### src/rtl/fan_pwm_pkg.sv
package fan_pwm_pkg;

    localparam int L_W   = 4;
    localparam int H_W   = 4;
    localparam int CNT_W = 8;
    localparam int PT_W  = 8;

    // Timebase configuration word, low 16 bits of words 1..3
    typedef struct packed {
        logic [CNT_W-1:0] period;
        logic [H_W-1:0]   h_div;
        logic [L_W-1:0]   l_div;
    } tb_cfg_t;

    // Edge points of one port, one half of a pair word
    typedef struct packed {
        logic [PT_W-1:0] fall;
        logic [PT_W-1:0] rise;
    } edge_pts_t;

    typedef enum logic {
        TB_IDLE,
        TB_RUN
    } tb_state_t;

    typedef enum logic [1:0] {
        PO_OFF,
        PO_LOW,
        PO_HIGH
    } port_state_t;

endpackage

### src/rtl/fan_pwm_regs.sv
module fan_pwm_regs
    import fan_pwm_pkg::*;
#(
    parameter int NUM_PORTS = 8,
    parameter int NUM_TYPES = 3,
    parameter int ADDR_W    = 3,
    parameter int DATA_W    = 32
) (
    input  logic                                clk,
    input  logic                                rst,
    input  logic                                wr_en,
    input  logic [ADDR_W-1:0]                   wr_addr,
    input  logic [DATA_W-1:0]                   wr_data,
    output logic                                run_o,
    output logic [NUM_PORTS-1:0]                port_en_o,
    output logic [NUM_PORTS-1:0][1:0]           port_type_o,
    output tb_cfg_t [NUM_TYPES-1:0]             cfg_o,
    output edge_pts_t [NUM_PORTS-1:0]           pts_o
);

    localparam int NUM_PAIRS = (NUM_PORTS + 1) / 2;
    localparam int PAIR_BASE = 1 + NUM_TYPES;
    localparam int EN_LSB    = 8;
    localparam int TLO_LSB   = 16;
    localparam int THI_LSB   = 24;
    localparam int HALF_W    = $bits(edge_pts_t);

    logic                              run_q;
    logic [NUM_PORTS-1:0]              en_q;
    logic [NUM_PORTS-1:0]              tlo_q;
    logic [NUM_PORTS-1:0]              thi_q;
    tb_cfg_t [NUM_TYPES-1:0]           cfg_q;
    logic [NUM_PAIRS-1:0][DATA_W-1:0]  pair_q;

    always_ff @(posedge clk) begin
        if (rst) begin
            run_q  <= 1'b0;
            en_q   <= '0;
            tlo_q  <= '0;
            thi_q  <= '0;
            cfg_q  <= '0;
            pair_q <= '0;
        end else if (wr_en) begin
            if (wr_addr == '0) begin
                run_q <= wr_data[0];
                en_q  <= wr_data[EN_LSB  +: NUM_PORTS];
                tlo_q <= wr_data[TLO_LSB +: NUM_PORTS];
                thi_q <= wr_data[THI_LSB +: NUM_PORTS];
            end
            for (int t = 0; t < NUM_TYPES; t++) begin
                if (wr_addr == ADDR_W'(1 + t))
                    cfg_q[t] <= tb_cfg_t'(wr_data[$bits(tb_cfg_t)-1:0]);
            end
            for (int d = 0; d < NUM_PAIRS; d++) begin
                if (wr_addr == ADDR_W'(PAIR_BASE + d))
                    pair_q[d] <= wr_data;
            end
        end
    end

    assign run_o     = run_q;
    assign port_en_o = en_q;
    assign cfg_o     = cfg_q;

    for (genvar p = 0; p < NUM_PORTS; p++) begin : g_port_map
        assign port_type_o[p] = {thi_q[p], tlo_q[p]};
        assign pts_o[p]       = edge_pts_t'(pair_q[p/2][HALF_W*(p%2) +: HALF_W]);
    end

    // configuration is cleared by reset
    p_reset_clear_r11: assert property (@(posedge clk)
        rst |=> (!run_q && en_q == '0));

endmodule

### src/rtl/fan_pwm_timebase.sv
module fan_pwm_timebase
    import fan_pwm_pkg::*;
(
    input  logic             clk,
    input  logic             rst,
    input  logic             run_i,
    input  tb_cfg_t          cfg_i,
    output logic [CNT_W-1:0] cnt_o,
    output logic             wrap_o
);

    // largest divisor is 2*(2^L_W-1) << (2^H_W-1)
    localparam int DIV_W = L_W + 1 + (2**H_W - 1);

    tb_state_t        state_q, state_d;
    logic [DIV_W-1:0] pre_q, pre_d;
    logic [CNT_W-1:0] cnt_q, cnt_d;
    logic [DIV_W-1:0] l_part;
    logic [DIV_W-1:0] divisor;
    logic             tick;

    always_comb begin
        if (cfg_i.l_div == '0)
            l_part = DIV_W'(1);
        else
            l_part = {{(DIV_W-L_W-1){1'b0}}, cfg_i.l_div, 1'b0};
        divisor = l_part << cfg_i.h_div;
    end

    always_ff @(posedge clk) begin
        if (rst) begin
            state_q <= TB_IDLE;
            pre_q   <= '0;
            cnt_q   <= '0;
        end else begin
            state_q <= state_d;
            pre_q   <= pre_d;
            cnt_q   <= cnt_d;
        end
    end

    always_comb begin
        state_d = state_q;
        pre_d   = pre_q;
        cnt_d   = cnt_q;
        tick    = 1'b0;
        wrap_o  = 1'b0;
        unique case (state_q)
            TB_IDLE: begin
                pre_d = '0;
                cnt_d = '0;
                if (run_i)
                    state_d = TB_RUN;
            end
            TB_RUN: begin
                if (!run_i) begin
                    state_d = TB_IDLE;
                    pre_d   = '0;
                    cnt_d   = '0;
                end else begin
                    tick = (pre_q >= divisor - DIV_W'(1));
                    if (tick) begin
                        pre_d = '0;
                        if (cnt_q >= cfg_i.period) begin
                            wrap_o = 1'b1;
                            cnt_d  = '0;
                        end else begin
                            cnt_d = cnt_q + CNT_W'(1);
                        end
                    end else begin
                        pre_d = pre_q + DIV_W'(1);
                    end
                end
            end
            default: state_d = TB_IDLE;
        endcase
    end

    assign cnt_o = cnt_q;

    // a wrap always restarts the period count at zero
    p_wrap_zero_r3: assert property (@(posedge clk) disable iff (rst)
        wrap_o |=> (cnt_q == '0));

    // nothing advances while the run bit is clear
    p_idle_hold_r9: assert property (@(posedge clk) disable iff (rst)
        !run_i |=> (cnt_q == '0 && pre_q == '0));

endmodule

### src/rtl/fan_pwm_port.sv
module fan_pwm_port
    import fan_pwm_pkg::*;
#(
    parameter int NUM_TYPES = 3
) (
    input  logic                             clk,
    input  logic                             rst,
    input  logic                             en_i,
    input  logic [1:0]                       type_i,
    input  edge_pts_t                        pts_i,
    input  logic [NUM_TYPES-1:0][CNT_W-1:0]  cnt_i,
    input  logic [NUM_TYPES-1:0]             wrap_i,
    output logic                             pwm_o
);

    port_state_t      state_q, state_d;
    edge_pts_t        shadow_q;
    logic             sel_ok;
    logic [CNT_W-1:0] cnt_sel;
    logic             wrap_sel;
    logic             in_window;
    logic             active;

    always_comb begin
        sel_ok   = 1'b0;
        cnt_sel  = '0;
        wrap_sel = 1'b0;
        for (int t = 0; t < NUM_TYPES; t++) begin
            if (type_i == 2'(t)) begin
                sel_ok   = 1'b1;
                cnt_sel  = cnt_i[t];
                wrap_sel = wrap_i[t];
            end
        end
        active = en_i && sel_ok;
    end

    // shadow edge points: reloaded only at the wrap or while off
    always_ff @(posedge clk) begin
        if (rst)
            shadow_q <= '0;
        else if (!active || wrap_sel)
            shadow_q <= pts_i;
    end

    always_comb begin
        if (shadow_q.rise == shadow_q.fall)
            in_window = 1'b1;
        else if (shadow_q.rise < shadow_q.fall)
            in_window = (cnt_sel >= shadow_q.rise) && (cnt_sel < shadow_q.fall);
        else
            in_window = (cnt_sel >= shadow_q.rise) || (cnt_sel < shadow_q.fall);
    end

    always_ff @(posedge clk) begin
        if (rst)
            state_q <= PO_OFF;
        else
            state_q <= state_d;
    end

    always_comb begin
        state_d = state_q;
        unique case (state_q)
            PO_OFF, PO_LOW, PO_HIGH: begin
                if (!active)
                    state_d = PO_OFF;
                else if (in_window)
                    state_d = PO_HIGH;
                else
                    state_d = PO_LOW;
            end
            default: state_d = PO_OFF;
        endcase
    end

    always_comb begin
        pwm_o = (state_q == PO_HIGH);
    end

    // a disabled port is low on the next cycle
    p_off_low_r6: assert property (@(posedge clk) disable iff (rst)
        !en_i |=> !pwm_o);

    // a reserved type code holds the port low
    p_reserved_low_r7: assert property (@(posedge clk) disable iff (rst)
        (type_i == 2'b11) |=> !pwm_o);

    // equal edge points give a high output
    p_full_high_r5: assert property (@(posedge clk) disable iff (rst)
        (active && shadow_q.rise == shadow_q.fall) |=> pwm_o);

    // running shadow points change only at a wrap
    p_shadow_hold_r10: assert property (@(posedge clk) disable iff (rst)
        (active && !wrap_sel) |=> $stable(shadow_q));

endmodule

### src/rtl/fan_pwm_gen.sv
module fan_pwm_gen
    import fan_pwm_pkg::*;
#(
    parameter int NUM_PORTS = 8,
    parameter int NUM_TYPES = 3,
    parameter int ADDR_W    = 3,
    parameter int DATA_W    = 32
) (
    input  logic                 clk,
    input  logic                 rst,
    input  logic                 wr_en,
    input  logic [ADDR_W-1:0]    wr_addr,
    input  logic [DATA_W-1:0]    wr_data,
    output logic [NUM_PORTS-1:0] pwm_out
);

    logic                             run;
    logic [NUM_PORTS-1:0]             port_en;
    logic [NUM_PORTS-1:0][1:0]        port_type;
    tb_cfg_t [NUM_TYPES-1:0]          cfg;
    edge_pts_t [NUM_PORTS-1:0]        pts;
    logic [NUM_TYPES-1:0][CNT_W-1:0]  tb_cnt;
    logic [NUM_TYPES-1:0]             tb_wrap;

    fan_pwm_regs #(
        .NUM_PORTS (NUM_PORTS),
        .NUM_TYPES (NUM_TYPES),
        .ADDR_W    (ADDR_W),
        .DATA_W    (DATA_W)
    ) u_regs (
        .clk         (clk),
        .rst         (rst),
        .wr_en       (wr_en),
        .wr_addr     (wr_addr),
        .wr_data     (wr_data),
        .run_o       (run),
        .port_en_o   (port_en),
        .port_type_o (port_type),
        .cfg_o       (cfg),
        .pts_o       (pts)
    );

    for (genvar t = 0; t < NUM_TYPES; t++) begin : g_tb
        fan_pwm_timebase u_tb (
            .clk    (clk),
            .rst    (rst),
            .run_i  (run),
            .cfg_i  (cfg[t]),
            .cnt_o  (tb_cnt[t]),
            .wrap_o (tb_wrap[t])
        );
    end

    for (genvar p = 0; p < NUM_PORTS; p++) begin : g_port
        fan_pwm_port #(
            .NUM_TYPES (NUM_TYPES)
        ) u_port (
            .clk    (clk),
            .rst    (rst),
            .en_i   (run && port_en[p]),
            .type_i (port_type[p]),
            .pts_i  (pts[p]),
            .cnt_i  (tb_cnt),
            .wrap_i (tb_wrap),
            .pwm_o  (pwm_out[p])
        );
    end

    // all outputs low one cycle after the run bit is seen clear
    p_run_off_low_r9: assert property (@(posedge clk) disable iff (rst)
        !run |=> (pwm_out == '0));

endmodule

### config.mk
export PLATFORM = sky130hd
export DESIGN_NAME = fan_pwm_gen
export DESIGN_NICKNAME = d
export VERILOG_FILES = /design/src/rtl/fan_pwm_pkg.sv /design/src/rtl/fan_pwm_regs.sv /design/src/rtl/fan_pwm_timebase.sv /design/src/rtl/fan_pwm_port.sv /design/src/rtl/fan_pwm_gen.sv
export SDC_FILE = /design/constraint.sdc
export NUM_CORES = 1
export LEC_CHECK = 0
export BUFFER_PORTS_ARGS = -buffer_cell sky130_fd_sc_hd__buf_2
export CAP_MARGIN = 20
export CORE_ASPECT_RATIO = 1.25
export CORE_MARGIN = 2
export CORE_UTILIZATION = 55
export CTS_CLUSTER_SIZE = 40
export DETAILED_ROUTE_END_ITERATION = 10
export HOLD_SLACK_MARGIN = 0.03
export PLACE_DENSITY = 0.71
export SLEW_MARGIN = 10
export SYNTH_ARGS = -nofsm -noshare
export SYNTH_HDL_FRONTEND = slang
export SYNTH_HIERARCHICAL = 1
export SYNTH_SLANG_ARGS = --single-unit
### constraint.sdc
create_clock -name clk -period 6.4 [get_ports clk]
set_input_delay 0 -clock clk [delete_from_list [all_inputs] [get_ports clk]]
set_output_delay 0 -clock clk [all_outputs]
set_load 0.01 [all_outputs]
==> results of run 1 <==
-- power groups by stage --
stage	Combinational, uW	Clock, uW	Sequential [uW]
final	555	2840	2770
after global routing	605	2980	2770
after CTS	550	2890	2770
after detailed placement	542	0	2830
after global placement	529	0	2830
after floorplan	416	0	2810
-- state kept, by name, indices dropped and copies added, names as in the netlist --
| name | cells |
|---|---|
| g_tb.u_tb/state_q | 3 |
| g_tb.u_tb/cnt_o | 24 |
| g_port.u_port/shadow_q | 128 |
| u_regs/tlo_q | 8 |
| g_port.u_port/state_q | 16 |
| g_tb.u_tb/pre_q | 60 |
| u_regs/run_o | 1 |
| u_regs/cfg_o | 48 |
| u_regs/port_en_o | 8 |
| u_regs/thi_q | 8 |
| u_regs/pts_o | 128 |
-- cell families (layout without fill, tap and decap cells) --
logic type / Yosys count / after routing / synth area share
other: 0 / 1 / 0
flip-flops: 432 / 432 / 0.309
AO/OA/AOI/OAI: 490 / 490 / 0.125
buffers and inverters: 331 / 355 / 0.0582
multiplexers: 415 / 415 / 0.150
adder cells (fa/ha/maj): 278 / 278 / 0.124
AND/OR/NAND/NOR: 1086 / 1086 / 0.206
XOR/XNOR: 91 / 91 / 0.0285
-- layout by cell type, fill, tap and decap left out, types with 39 or more instances in the layout --
master and instances:
nand4_1 55, nor3_1 43, inv_1 174, nand2b_1 259, o21ai_0 102, nand3_1 63, a21oi_1 132, nor2_1 281
clkbuf_16 47, buf_4 40, dfxtp_1 431, xnor2_1 39, buf_2 44, nand2_1 198, nor2b_1 54, mux2i_1 404
xor2_1 52, ha_1 277
-- stage by stage --
step | hold slack (ps) | setup WS, ps | util
final | 44.2 | 460 | 0.598
after global routing | 56.1 | 13.1 | 0.598
after CTS | 35.5 | 456 | 0.598
after detailed placement | 455 | 470 | 0.564
after global placement | 449 | 585 | 0.564
after floorplan | 71.6 | 235 | -
-- layout make-up --
type,instances,area share
Clock inverter,23,0.0104
Clock buffer,59,0.0432
Tap cell,658,0.0273
Multi-Input combinational cell,2360,0.589
Antenna cell,1,0.0000830
Sequential cell,432,0.287
Inverter,177,0.0220
Timing Repair Buffer,96,0.0214
-- metal layers --
metal / vias to the layer above / wire length (um)
met2: 608 / 35800
met5: - / 24
met3: 194 / 3790
met4: 4 / 3700
met1: 10700 / 31000
li1: 10900 / -
-- tightest hold or removal path, delay by kind of cell --
kind | cells | cell delay (ps)
buf+inv | 1 | 80
simple gates | 1 | 270
mux | 1 | 220
-- what timing repair did --
item                                    CTS  global route
resized for setup                         0             1
endpoints found under the setup margin    0             4
hold buffers                             11             0
hold endpoints to repair                 88             0
-- worst paths after layout --
kind	start	to	depth (start not counted)
max	u_regs/cfg_o[37]	g_port[1].u_port/shadow_q[12]	17
min	wr_data[31]	u_regs/pts_o[95]	3
max reg2reg	u_regs/cfg_o[37]	g_port[1].u_port/shadow_q[12]	17
min reg2reg	g_tb[0].u_tb/pre_q[0]	g_tb[0].u_tb/pre_q[0]	1
==> run metrics, run 1 <==
outcome finished clean; total negative slack 0 ps; CTS sink cnt 432; cell family with most CP delay simple AND/OR/NAND/NOR gates; cell chain of the critical path nor2_1 > a221oi_1 > a221oi_4 > nor4_2 > and3_1 > and2_4 > a31oi_1 > ha_1 > nand4_1 > or4_1 > o211a_1 > nor3_2 > buf_4 > nor2b_4 > o21ai_4 > mux2i_1 > nor2_1; First DRT Iteration DRCs 1367; layout cell share with drive strength beyond 1 0.0813; Vias/cell roughly 5.9; Final nets about 3400; Avg WL per Cell 19.5 um; share of flip-flops with an asynchronous set or reset 0; IO Port Bufs 45; cell taking the most area after synthesis dfxtp_1; Routed Wire Length between 70000 and 80000 um; Post-synth top cells dfxtp_1, mux2i_1, nor2_1; Starting Density 0.555; share of the synthesized area in the top cell type 0.309; Main synth FF type dfxtp_1; Top cell by count, worst path nor2_1; largest vdd supply drop 0.000217 V; Slowest cell on crit path dfxtp_1; I/O pin cnt 46; routability cong. 0.938; Power Density a little over 200 nW/um2; largest cells by area after synthesis dfxtp_1, mux2i_1, ha_1, nand2b_1, nor2_1; Crit path largest cell delay ~820 ps; Die Wd 206 um; Pleak 0.0130 uW; largest fanout on the critical path 24; number of core rows 92; Max Slew Vio Count 0; Yosys cell types 100; Setup Buffers After CTS 0; critical path startpoint category flop; maximum number of pins on one net before global-route repair 139; Power, Total 6160 uW; CTS H-tree depth 2; Gate power share 0.090; clock root buffer clkbuf_16; Post-synth EDFFs 0; Finished Layout Cells 3806; FF+latch count, synth 432; grt total ovfl 0; crit end category flop; unrepaired setup endpoints after global routing false; Fillers between 4000 and 5000; Pre-Repair DR Iteration Count 5; max_slew headroom 0.248; Setup Viol. Count Final 0; r2r setup slk roughly 460 ps; clk slew on worst S/H paths 60 ps; top-count cell post-synth dfxtp_1; Fin. Hold Viols 0; FMAX 168 MHz; CP required 6820 ps; post-synthesis cell area 28000 um2; DRT antenna net count 0; Switching Fraction 0.242; Tot GR Track Use 0.281; critical path buffer and inverter count 1; Layout area overhead 7.72%; first-pass GRT wire length 118000 um; Worst Hold Class primary input to flop; GR peak layer met2; GRT met2 Usage 0.484; clock network power share 0.461; final period utilization 0.928; Slew @ Worst Pin roughly 1100 ps; CTS buffer count 45; Vias roughly 22000; min Tclk post-route slightly below 6000 ps; Yosys warnings 6; vias in the first global route 22200; Final HPWL DP between 50000 and 60000 um; syn avg cell area around 9 um2; Seq/Total Area, Yosys 0.309; Inst Count DP 3712; initial antenna violation count 3; area of the multi-input gates between 15000 and 20000 um2; Placed Area about 28000 um2; sequential cell area 8650 um2; Sequential Power Share 0.449; clock buffer depth 3; Post-Synthesis Cells 3123; Die Ht between 200 and 300 um; Setup Crit Path Kind flop to flop; clk_lat worst skew 570 ps; met3 usage 0.0357; met1 Usage GRT 0.345; Syn Nets approximately 3400; Int Power 4670 uW; Final Instance Area between 30000 and 40000 um2; DR DRC count 0; NetSw 1490 uW; floorplan core area 50400 um2; CTS tree done; die area 52700 um2; CP Data Arrival Time 6360 ps; skew final 22.9 ps; MaxCap Viol Count 0
Note: power is estimated with default switching activity, not from simulation.
==> run 2: changes to the inputs <==
- SYNTH_HIERARCHICAL: 1 -> default
==> run metrics, run 2 <==
cell taking the most area after synthesis dfxtp_1; CP Data Arrival Time 6360 ps (about the same); Tot GR Track Use 0.305 (+0.0241); Starting Density 0.554 (-0.00147); First DRT Iteration DRCs 1737 (+27%); Yosys warnings 0 (-6); worst hold margin 25.7 ps (-18.6 ps); Final HPWL DP 57200 um (+7.7%); Finished Layout Cells 4072 (+7.0%); share of the synthesized area in the top cell type 0.310 (+0.00151); clock root buffer clkbuf_16; min Tclk post-route 5920 ps (-23.9 ps); floorplan core area 50100 um2 (-0.69%); HP Start wr_addr[0]; I/O pin cnt 46 (unchanged); unrepaired setup endpoints after global routing false; crit path from u_regs.cfg_o[20]; reg-to-reg startpoint u_regs.cfg_o[20]; CTS sink cnt 430 (-0.46%); Vias 25100 (+12%); CTS H-tree depth 2 (unchanged); Die Ht 255 um (-0.47%); clock buffer depth 3 (unchanged); Post-synth EDFFs 0 (unchanged); largest cells by area after synthesis dfxtp_1, ha_1, nand2_1, a21oi_1, nand3b_1; Main synth FF type dfxtp_1; sequential cell area 8610 um2 (-0.48%); share of flip-flops with an asynchronous set or reset 0 (unchanged); Layout area overhead 8.92%; area of the multi-input gates 17500 um2 (-1.6%); Vias/cell 6.16 (+4.3%); adder-cell share of the synthesized area 0.126 (+0.00223); post-cts sizing count 0 (unchanged); first-pass GRT wire length 127000 um (+7.1%); most common cell after layout, fill and taps aside nand2_1; Setup Viol. Count Final 0 (unchanged); Die Wd 205 um (-0.47%); FMAX 169 MHz (+0.40%); largest fanout on the critical path 18 (-25%); Fin. Hold Viols 0 (unchanged); clk slew on worst S/H paths 60 ps (about the same); Pre-Repair DR Iteration Count 6 (+1); post-synthesis compound-gate area fraction 0.223 (+0.0981); largest family of logic cells by synthesized area compound AO/OA/AOI/OAI gates; Pleak 0.0108 uW (-17%); post-synthesis xor/xnor area fraction 0.0284 (-0.0000435); Power Density 211 nW/um2 (+3.4%); top-count cell post-synth nand2_1; fin util 0.603 (+0.00510); max_slew headroom 0.242 (-0.00660); Post-Synthesis Cells 3428 (+9.8%); vias in the first global route 24000 (+8.2%); Post-Synth Simple-Gate Area 0.221 (+0.0158); clk_lat worst skew 600 ps (+30 ps); Yosys cell types 94 (-6.0%); Slew @ Worst Pin 1130 ps (+7.15 ps); total negative slack 0 ps (unchanged); mux share of post-synthesis cell area 0.0301 (-0.120); skew final 32.3 ps (+9.38 ps); critical path startpoint category flop; Setup Crit Path Kind flop to flop; grt total ovfl 0 (unchanged); Final nets 3692 (+7.7%); MaxCap Viol Count 0 (unchanged); layout cell share with drive strength beyond 1 0.0776 (-0.00373); die area 52200 um2 (-0.93%); Ant. Diodes 0 (-1); CP required 6840 ps (+20 ps); DRT antenna net count 0 (unchanged); Inst Count DP 3946 (+6.3%); Max Slew Vio Count 0 (unchanged); maximum number of pins on one net before global-route repair 255 (+83%); crit end category flop; initial antenna violation count 2 (-1); Post-synth top cells nand2_1, dfxtp_1, a21oi_1; outcome finished clean; post-synthesis cell area 27700 um2 (-0.95%); Seq/Total Area, Yosys 0.310 (+0.00151); CTS tree done; most frequent cells in the layout nand2_1, dfxtp_1, a21oi_1; Syn Nets 3743 (+8.9%); largest vdd supply drop 0.000245 V (+13%); Avg WL per Cell 19.9 um (+1.8%); Fillers 4425 (+1.7%); syn avg cell area 8.09 um2 (-9.8%); IO Port Bufs 45 (unchanged); number of core rows 92 (unchanged); DR DRC count 0 (unchanged); Worst Hold Class primary input to flop; Routed Wire Length 81000 um (+8.9%); final period utilization 0.924 (-0.00373); FF+latch count, synth 430 (-0.46%); CTS buffer count 46 (+2.2%); routability cong. 0.911 (-2.8%)
[run 2: cell type report]
cell class | instances | area share
Multi-Input combinational cell | 2591 | 0.578
Inverter | 190 | 0.0236
Sequential cell | 430 | 0.285
Timing Repair Buffer | 118 | 0.0294
Clock buffer | 60 | 0.0439
Clock inverter | 25 | 0.0124
Tap cell | 658 | 0.0273
[run 2: worst max-delay path, cell delays in order, from the launching register on]
cell and delay [ps]:
dfxtp_1 650, mux4_2 640, nand2_1 150, o21ai_0 100
a221oi_1 320, a21boi_2 380, nor3b_2 290, xnor2_1 110
ha_1 320, nand4_1 180, or4_4 580, o211ai_2 230
a211oi_4 50, buf_4 260, o311ai_4 710, o32a_2 590
o221ai_1 180
[run 2: path summary, 6_finish.rpt]
| path | end | slack, ps | cells after the start |
|---|---|---|---|
| setup / recovery | g_port[4].u_port.shadow_q[11] | 480 | 16 |
| hold / removal | u_regs.cfg_o[13] | 30 | 5 |
| setup reg to reg | g_port[4].u_port.shadow_q[11] | 480 | 16 |
| hold reg to reg | u_regs.pts_o[16] | 450 | 2 |
[run 2: cell families (layout without fill, tap and decap cells)]
logic type      count (synthesis)  count (layout)
flops                         430             430
compound gates                878             878
mux                            79              79
fa+ha+maj                     281             281
simple gates                 1263            1263
xor+xnor                       90              90
buf+inv                       407             393
[run 2: where the power goes]
part           switching, uW  internal [uW]
sequential              42.1           2710
clock                   1180           1830
combinational            392            222
total                   1620           4760
[run 2: through the flow]
stage          setup WS [ps]  cell area (um2)  total power, uW
2_1_floorplan           1860            27700             3210
3_3_place_gp             821            28100             3380
3_5_place_dp             604            28100             3400
4_1_cts                  576            30200             6400
5_1_grt                  111            30200             6570
6_report                 484            30200             6380
[run 2: what timing repair did]
item,in CTS,in global routing
hold buffers,35,0
hold endpoints to repair,201,0
buffers inserted,0,0
[run 2: per-layer routing]
layer,GRT usage,vias to the layer above,share of wire
li1,-,12100,-
met1,0.360,11900,0.40
met2,0.536,840,0.48
met3,0.0446,269,0.063
met4,0.156,4,0.057
met5,0,-,0.00032
==> run 3: changes to the inputs <==
- CTS_BUF_LIST: default -> sky130_fd_sc_hd__clkbuf_8
==> run metrics, run 3 (synthesis results as in run 2) <==
skew final 35.0 ps (+2.71 ps); cell chain of the critical path mux4_2 > nand2_1 > o21ai_0 > a221oi_1 > a21boi_2 > nor3b_2 > xnor2_1 > ha_1 > nand4_1 > or4_4 > o211ai_2 > a211oi_4 > buf_4 > o311ai_4 > o32a_2 > o221ai_1; Finished Layout Cells 4128 (+1.4%); FMAX 170 MHz (+0.36%); Placed Area 28100 um2 (unchanged); Max Slew Vio Count 0 (unchanged); Power Density 202 nW/um2 (-4.5%); DR DRC count 0 (unchanged); clk slew on worst S/H paths 60 ps (about the same); clock root buffer clkbuf_8; Layout area overhead 8.85% (about the same); Slowest cell on crit path o311ai_4; min Tclk post-route 5900 ps (-21.1 ps); floorplan core area 50100 um2 (unchanged); DRT antenna net count 0 (unchanged); maximum number of pins on one net before global-route repair 255 (unchanged); Die Ht 255 um (unchanged); Avg WL per Cell 19.7 um (-0.94%); final period utilization 0.921 (-0.00329); outcome finished clean; r2r setup slk 500 ps (+20 ps); Crit path largest cell delay 690 ps (-20 ps); I/O pin cnt 46 (unchanged); Final HPWL DP 57200 um (unchanged); MaxCap Viol Count 0 (unchanged); Inst Count DP 3946 (unchanged); First DRT Iteration DRCs 1761 (+1.4%); max_slew headroom 0.224 (-0.0178); Pre-Repair DR Iteration Count 6 (unchanged); CP required 6910 ps (+70 ps); CTS H-tree depth 3 (+1); largest vdd supply drop 0.000311 V (+27%); Slew @ Worst Pin 1160 ps (+26.7 ps); Final Instance Area 30200 um2 (about the same); Tot GR Track Use 0.307 (+0.00216); most common cell after layout, fill and taps aside nand2_1; clk_lat worst skew 680 ps (+80 ps); Starting Density 0.554 (unchanged); first-pass GRT wire length 128000 um (+0.54%); Pleak 0.0108 uW (+0.73%); CTS sink cnt 430 (unchanged); initial antenna violation count 1 (-1); Fillers 4419 (-0.14%); CP Data Arrival Time 6410 ps (+50 ps); total negative slack 0 ps (unchanged); die area 52200 um2 (unchanged); Routed Wire Length 81300 um (+0.42%); grt total ovfl 0 (unchanged); crit end category flop; fin util 0.603 (about the same); Setup Viol. Count Final 0 (unchanged); unrepaired setup endpoints after global routing false; Die Wd 205 um (unchanged); IO Port Bufs 45 (unchanged); most frequent cells in the layout nand2_1, dfxtp_1, a21oi_1; CTS tree done; number of core rows 92 (unchanged); largest fanout on the critical path 18 (unchanged); layout cell share with drive strength beyond 1 0.0859 (+0.00828); CTS buffer count 74 (+61%); Fin. Hold Viols 0 (unchanged); Setup Crit Path Kind flop to flop; Vias 25300 (+0.97%); Vias/cell 6.13 (-0.40%); Worst Hold Class primary input to flop; Setup Buffers After CTS 0 (unchanged); clock buffer depth 3 (unchanged); Final nets 3728 (+0.98%); critical path startpoint category flop; vias in the first global route 24200 (+0.82%); routability cong. 0.911 (unchanged)
-- run 3: cell types whose count changed in the layout (fill, tap and decap cells not counted), sizes merged --
cell         change
clkinvlp         +1
bufinv           -4
clkbuf          +32
diode            +1
dlygate4sd3      +9
inv             +15
clkinv           +3
buf              -1
-- run 3: area by class of cell --
type | instances | area [um2] | area share
Sequential cell | 430 | 8610 | 0.285
Clock buffer | 92 | 1270 | 0.0419
Timing Repair Buffer | 126 | 966 | 0.0320
Multi-Input combinational cell | 2591 | 17500 | 0.579
Antenna cell | 1 | 2.50 | 0.0000829
Tap cell | 658 | 823 | 0.0273
Inverter | 190 | 713 | 0.0236
Clock inverter | 40 | 332 | 0.0110
-- run 3: worst paths after layout --
kind	start	end	cells after the start
max	u_regs.cfg_o[20]	g_port[4].u_port.shadow_q[9]	16
max reg2reg	u_regs.cfg_o[20]	g_port[4].u_port.shadow_q[9]	16
min	wr_data[16]	u_regs.pts_o[48]	4
min reg2reg	u_regs.pts_o[16]	u_regs.pts_o[16]	2
-- run 3: worst max-delay path: cells and delay by family (launching register included) --
family / cells / cell delay [ps]
adder cells (fa/ha/maj): 1 / 320
AND/OR/NAND/NOR: 4 / 1200
XOR/XNOR: 1 / 110
buffers and inverters: 1 / 260
AO/OA/AOI/OAI: 8 / 2540
multiplexers: 1 / 640
flip-flops: 1 / 650
-- run 3: per-stage QoR --
step / hold slack, ps / setup slack, ps / total power [uW]
after floorplan: 136 / 1860 / 3210
after global placement: 341 / 821 / 3380
after detailed placement: 352 / 604 / 3400
after CTS: 184 / 557 / 6120
after global routing: 210 / 119 / 6290
final: 220 / 505 / 6090
-- run 3: routing by layer --
metal  vias up  wire, um  track usage
met5         -         0            0
li1      12100         -            -
met3       268      5390       0.0507
met1     12000     32300        0.358
met4         0      4440        0.170
met2       900     39200        0.535
-- run 3: where the power goes --
part           internal (uW)  switching, uW  leakage [uW]
combinational            224            392       0.00650
sequential              2710           42.3       0.00347
clock                   1510           1210      0.000876
-- run 3: what timing repair did --
| item | CTS | global route |
|---|---|---|
| hold buffers | 44 | 0 |
| gates resized for setup | 0 | 0 |
| endpoints found under the hold margin | 201 | 0 |
